## src/rtl/irq_pkg.sv

```systemverilog
package irq_pkg;
    parameter int PC_W    = 32;
    parameter int CODE_W  = 8;
    parameter int INFO_W  = 16;
    parameter int OP_W    = 5;
    parameter int VEC_LSB = 4;
    localparam int VEC_HI_ZEROS = PC_W - CODE_W - VEC_LSB;

    typedef enum logic [OP_W-1:0] {
        OP_IEN  = 5'd10,
        OP_IDIS = 5'd11,
        OP_SAVE = 5'd16,
        OP_REST = 5'd17,
        OP_RET  = 5'd29
    } irq_op_e;

    typedef struct packed {
        logic take;
        logic ret;
        logic ien;
        logic idis;
        logic save;
        logic rest;
    } irq_act_t;

    function automatic logic [PC_W-1:0] make_vector(input logic [CODE_W-1:0] code);
        return {{VEC_HI_ZEROS{1'b0}}, code, {VEC_LSB{1'b0}}};
    endfunction
endpackage

```

## src/rtl/irq_decode.sv

```systemverilog
module irq_decode
    import irq_pkg::*;
(
    input  logic            fetch_start,
    input  logic            irq_req,
    input  logic            ie,
    input  logic            op_valid,
    input  logic [OP_W-1:0] op_code,
    output irq_act_t        act
);
    logic op_ok;

    always_comb begin
        act      = '0;
        act.take = fetch_start && irq_req && ie;
        op_ok    = op_valid && !act.take;
        act.ret  = op_ok && (op_code == OP_RET);
        act.ien  = op_ok && (op_code == OP_IEN);
        act.idis = op_ok && (op_code == OP_IDIS);
        act.save = op_ok && (op_code == OP_SAVE);
        act.rest = op_ok && (op_code == OP_REST);
    end

    always_comb begin
        assert_one_action_R11: assert ($onehot0(act));
    end
endmodule

```

## src/rtl/irq_state.sv

```systemverilog
module irq_state
    import irq_pkg::*;
(
    input  logic              clk,
    input  logic              rst,
    input  irq_act_t          act,
    input  logic [PC_W-1:0]   pc_in,
    input  logic [INFO_W-1:0] irq_info,
    input  logic [INFO_W-1:0] rd_info_val,
    input  logic [PC_W-1:0]   rd_pc_val,
    output logic              ie,
    output logic [PC_W-1:0]   saved_pc,
    output logic [INFO_W-1:0] saved_info
);
    always_ff @(posedge clk) begin
        if (rst) begin
            ie         <= 1'b0;
            saved_pc   <= '0;
            saved_info <= '0;
        end else if (act.take) begin
            ie         <= 1'b0;
            saved_pc   <= pc_in;
            saved_info <= irq_info;
        end else begin
            if (act.ret || act.ien) ie <= 1'b1;
            else if (act.idis)      ie <= 1'b0;
            if (act.rest) begin
                saved_pc   <= rd_pc_val;
                saved_info <= rd_info_val;
            end
        end
    end

    assert_take_holds_pc_R5: assert property (@(posedge clk) disable iff (rst)
        act.take |=> (saved_pc == $past(pc_in)) && (saved_info == $past(irq_info)) && !ie);
    assert_restore_loads_R10: assert property (@(posedge clk) disable iff (rst)
        act.rest |=> (saved_pc == $past(rd_pc_val)) && (saved_info == $past(rd_info_val)));
endmodule

```

## src/rtl/irq_outreg.sv

```systemverilog
module irq_outreg
    import irq_pkg::*;
(
    input  logic              clk,
    input  logic              rst,
    input  irq_act_t          act,
    input  logic [CODE_W-1:0] irq_code,
    input  logic [PC_W-1:0]   saved_pc,
    input  logic [INFO_W-1:0] saved_info,
    output logic              irq_ack,
    output logic              pc_load,
    output logic [PC_W-1:0]   pc_out,
    output logic              wr_en,
    output logic [PC_W-1:0]   wr_info_val,
    output logic [PC_W-1:0]   wr_pc_val
);
    localparam int INFO_PAD = PC_W - INFO_W;

    always_ff @(posedge clk) begin
        if (rst) begin
            irq_ack     <= 1'b0;
            pc_load     <= 1'b0;
            pc_out      <= '0;
            wr_en       <= 1'b0;
            wr_info_val <= '0;
            wr_pc_val   <= '0;
        end else begin
            irq_ack     <= act.take;
            pc_load     <= act.take || act.ret;
            pc_out      <= act.take ? make_vector(irq_code) :
                           act.ret  ? saved_pc : '0;
            wr_en       <= act.save;
            wr_info_val <= act.save ? {{INFO_PAD{1'b0}}, saved_info} : '0;
            wr_pc_val   <= act.save ? saved_pc : '0;
        end
    end

    assert_save_pulse_R9: assert property (@(posedge clk) disable iff (rst)
        wr_en |-> wr_info_val[PC_W-1:INFO_W] == '0);
endmodule

```

## src/rtl/irq_entry_ctrl.sv

```systemverilog
module irq_entry_ctrl
    import irq_pkg::*;
(
    input  logic              clk,
    input  logic              rst,
    input  logic              fetch_start,
    input  logic [PC_W-1:0]   pc_in,
    input  logic              irq_req,
    input  logic [CODE_W-1:0] irq_code,
    input  logic [INFO_W-1:0] irq_info,
    input  logic              op_valid,
    input  logic [OP_W-1:0]   op_code,
    input  logic [INFO_W-1:0] rd_info_val,
    input  logic [PC_W-1:0]   rd_pc_val,
    output logic              irq_ack,
    output logic              pc_load,
    output logic [PC_W-1:0]   pc_out,
    output logic              ie,
    output logic              wr_en,
    output logic [PC_W-1:0]   wr_info_val,
    output logic [PC_W-1:0]   wr_pc_val
);
    irq_act_t          act;
    logic [PC_W-1:0]   saved_pc;
    logic [INFO_W-1:0] saved_info;

    irq_decode u_dec (
        .fetch_start(fetch_start), .irq_req(irq_req), .ie(ie),
        .op_valid(op_valid), .op_code(op_code), .act(act)
    );

    irq_state u_st (
        .clk(clk), .rst(rst), .act(act), .pc_in(pc_in), .irq_info(irq_info),
        .rd_info_val(rd_info_val), .rd_pc_val(rd_pc_val),
        .ie(ie), .saved_pc(saved_pc), .saved_info(saved_info)
    );

    irq_outreg u_out (
        .clk(clk), .rst(rst), .act(act), .irq_code(irq_code),
        .saved_pc(saved_pc), .saved_info(saved_info),
        .irq_ack(irq_ack), .pc_load(pc_load), .pc_out(pc_out),
        .wr_en(wr_en), .wr_info_val(wr_info_val), .wr_pc_val(wr_pc_val)
    );

    assert_take_acks_R2: assert property (@(posedge clk) disable iff (rst)
        (fetch_start && irq_req && ie) |=> (irq_ack && pc_load));
    assert_ack_single_R3: assert property (@(posedge clk) disable iff (rst)
        irq_ack |=> !irq_ack);
    assert_vector_shape_R4: assert property (@(posedge clk) disable iff (rst)
        irq_ack |-> (pc_out[PC_W-1:CODE_W+VEC_LSB] == '0) && (pc_out[VEC_LSB-1:0] == '0));
    assert_entry_masks_R5: assert property (@(posedge clk) disable iff (rst)
        irq_ack |-> !ie);
    assert_masked_ignored_R6: assert property (@(posedge clk) disable iff (rst)
        (fetch_start && irq_req && !ie) |=> !irq_ack);
    assert_return_enables_R7: assert property (@(posedge clk) disable iff (rst)
        (pc_load && !irq_ack) |-> ie);
endmodule

```

## config.mk

```make
export PLATFORM = sky130hd
export DESIGN_NAME = irq_entry_ctrl
export DESIGN_NICKNAME = d
export VERILOG_FILES = /design/src/rtl/irq_pkg.sv /design/src/rtl/irq_decode.sv /design/src/rtl/irq_state.sv /design/src/rtl/irq_outreg.sv /design/src/rtl/irq_entry_ctrl.sv
export SDC_FILE = /design/constraint.sdc
export NUM_CORES = 1
export LEC_CHECK = 0
export CAP_MARGIN = 10
export CORE_UTILIZATION = 39
export DETAILED_ROUTE_END_ITERATION = 7
export GPL_ROUTABILITY_DRIVEN = 1
export GPL_TIMING_DRIVEN = 0
export PLACE_DENSITY_LB_ADDON = 0.3
export SLEW_MARGIN = 15
export SYNTH_ARGS = -nofsm -noshare
export SYNTH_HDL_FRONTEND = slang
export SYNTH_SLANG_ARGS = --single-unit
```

## constraint.sdc

```tcl
create_clock -name clk -period 2.64 [get_ports clk]
set_input_delay 0.396 -clock clk [delete_from_list [all_inputs] [get_ports clk]]
set_output_delay 0.396 -clock clk [all_outputs]
set_load 0.005 [all_outputs]
```

==> results.toml <==
[outcome]
status = "complete, no violations"

[routing]
wl_um = 13000
vias_per_cell = 5.01
ant_nets = 0
drc = 0
drt-wirelength-per-cell_um = 17.1
first_pass_iters = 4
vias = 3819
drt_iter0_drc = 111

[timing]
tightest_slew_ns = 0.569
fin_setup_tns_ns = 0
finalMaxSlewViolations = 0
finalWorstSetupSlack_ns = 0.753
rsz0062_at_grt = "false"
slew_headroom_pct = 62.0
finalHoldViolCount = 0
period_needed_ns = 1.89
fmax_mhz = 530
fin_crit_sh_pct = 71.5
fin_worst_skew_ns = 0.00604
setup_viol = 0

[cts]
htreeDepth = 4
cts_sinks = 132
cts_hold_buf = 0
clockRootBuffer = "clkbuf_16"
clkSlewWorstSetupHoldPaths_ns = 0.05
insertion_delay_ns = 0.40
cts_buffers = 17
tritoncts = "yes"
cts_setup_buffers = 0
clk_path_buf_depth = 2
post_cts_resized = 0

[critical_path]
critPathMaxFanout = 10
required_ns = 2.98
cp-end-kind = "flop"
start_kind = "input pin"
arrival_ns = 2.23
critical_path_class = "in -> reg"

[synthesis]
syn-mean-instance-area_um2 = 11.9
syn_area_mm2 = 0.00451
synth_cell_types = 27
synth_seq_cells = 132
synth_edf_count = 0
yosysMostFrequentCell = "dfxtp_1"
synth_seq_area_share_pct = 58.7
yosysTopAreaCellShare_pct = 58.7
synthCells = 378
yosys_warnings = 0
yosys-top-cells-count = "dfxtp_1 (132), and2_1 (72), and4_1 (49), a221o_1 (48)"
synth-async-reset-ratio_pct = 0
synth_area_leaders = "dfxtp_1 (59%), a221o_1 (11%), and2_1 (10%)"
synth_area_leader_cell = "dfxtp_1"
synth_ff_type = "dfxtp_1"

[placement]
io_buffers = 197
place_ws_ns = 0.338
place_hpwl_um = 9660
place_congestion = 0.771

[global_route]
grt_pass1_wl_um = 19900
grt_overflow_total = 0
antenna_found_initial = 0
grt_pass1_vias = 3886
grt.total_usage_pct = 22.3
grt_max_degree = 17

[cells_and_area]
drive_above_1_share_pct = 11.1
area_delta_synth_final_pct = 63.3
final_nets = 723
antennaDiodeCount = 0

[floorplan]
num_rows = 38
start_util_pct = 40.8
io-pin-count = 214
dieArea_mm2 = 0.0120
die-height_um = 109
coreArea_mm2 = 0.0110
die_w_um = 109

[job]
drv_cap = 0

[power_and_ir_drop]
ir_drop_mv = 0.348
p_leak_nw = 2.95
power_density_mw_per_mm2 = 660

[min_path]
hold_class = "reg -> reg"
-- worst max-delay path: stages --
cell             delay [ns]
clkdlybuf4s50_1        0.53
nand3_1                0.11
nor2_1                 0.18
clkbuf_1               0.47
buf_2                  0.35
a221o_1                0.19
-- per-stage QoR --
step	power [mW]	utilization (%)	hold slack [ns]	std cells	cell area (um^2)
detailed placement	2.33	60.8	0.445	730	6710
CTS	4.89	66.7	0.468	762	7360
floorplan	2.13	-	0.431	393	4560
finish	4.86	66.7	0.465	762	7360
global placement	2.33	60.8	0.441	730	6710
global route	5.00	66.7	0.489	762	7360
-- final timing paths --
check	startpoint	endpoint	slack (ns)	cells after the start
setup / recovery	irq_req	u_st.saved_info[0]	0.75	6
hold / removal	u_st.saved_info[3]	u_out.wr_info_val[3]	0.46	1
setup reg to reg	u_st.ie	u_st.saved_info[0]	0.87	5
hold reg to reg	u_st.saved_info[3]	u_out.wr_info_val[3]	0.46	1
-- power by group --
| group | leakage, nW | internal [mW] | switching, mW |
|---|---|---|---|
| Clock | 0.311 | 1.71 | 0.859 |
| Sequential | 1.06 | 2.00 | 0.00629 |
| Combinational | 1.58 | 0.186 | 0.0962 |
-- registers in the layout, summed over array words and instances (netlist names) --
| register | count |
|---|---|
| u_out.irq_ack | 1 |
| u_out.pc_load | 1 |
| u_out.pc_out | 32 |
| u_out.wr_en | 1 |
| u_out.wr_info_val | 16 |
| u_out.wr_pc_val | 32 |
| u_st.ie | 1 |
| u_st.saved_info | 16 |
| u_st.saved_pc | 32 |
-- final cells by class --
type                    instances  area (um^2)
fillers                       869         3670
flip-flops and latches        132         2640
repair buffers                197         1970
multi-input cells             210         1640
clock buffers                  20          447
plain buffers                  51          284
clock inverters                12          201
well taps                     140          175
-- cell usage in the layout, fill, tap and decap left out, types with 2 or more instances in the layout --
cell               n
clkdlybuf4s50_1  197
dfxtp_1          132
and2_1            72
and4_1            49
a221o_1           48
clkbuf_1          20
buf_4             18
clkbuf_16         17
conb_1            16
buf_2             10
a22o_1             8
bufinv_16          5
clkbuf_2           4
nand3_1            2
inv_6              2
clkinv_2           2
clkinvlp_4         2
-- logic make-up after synthesis --
| group | Yosys count | synth area share (%) |
|---|---|---|
| other cells | 1 | 0.0832 |
| simple gates | 131 | 21.5 |
| compound gates | 63 | 13.5 |
| flops | 132 | 58.7 |
| buf+inv | 51 | 6.30 |
-- per-layer routing --
layer	GRT usage, %	vias up	wire [um]
met4	9.62	0	267
met1	25.4	1815	5400
met2	38.0	154	6400
met5	0	-	0
li1	-	1832	-
met3	7.47	18	976
(Power assumes the default switching activity.)
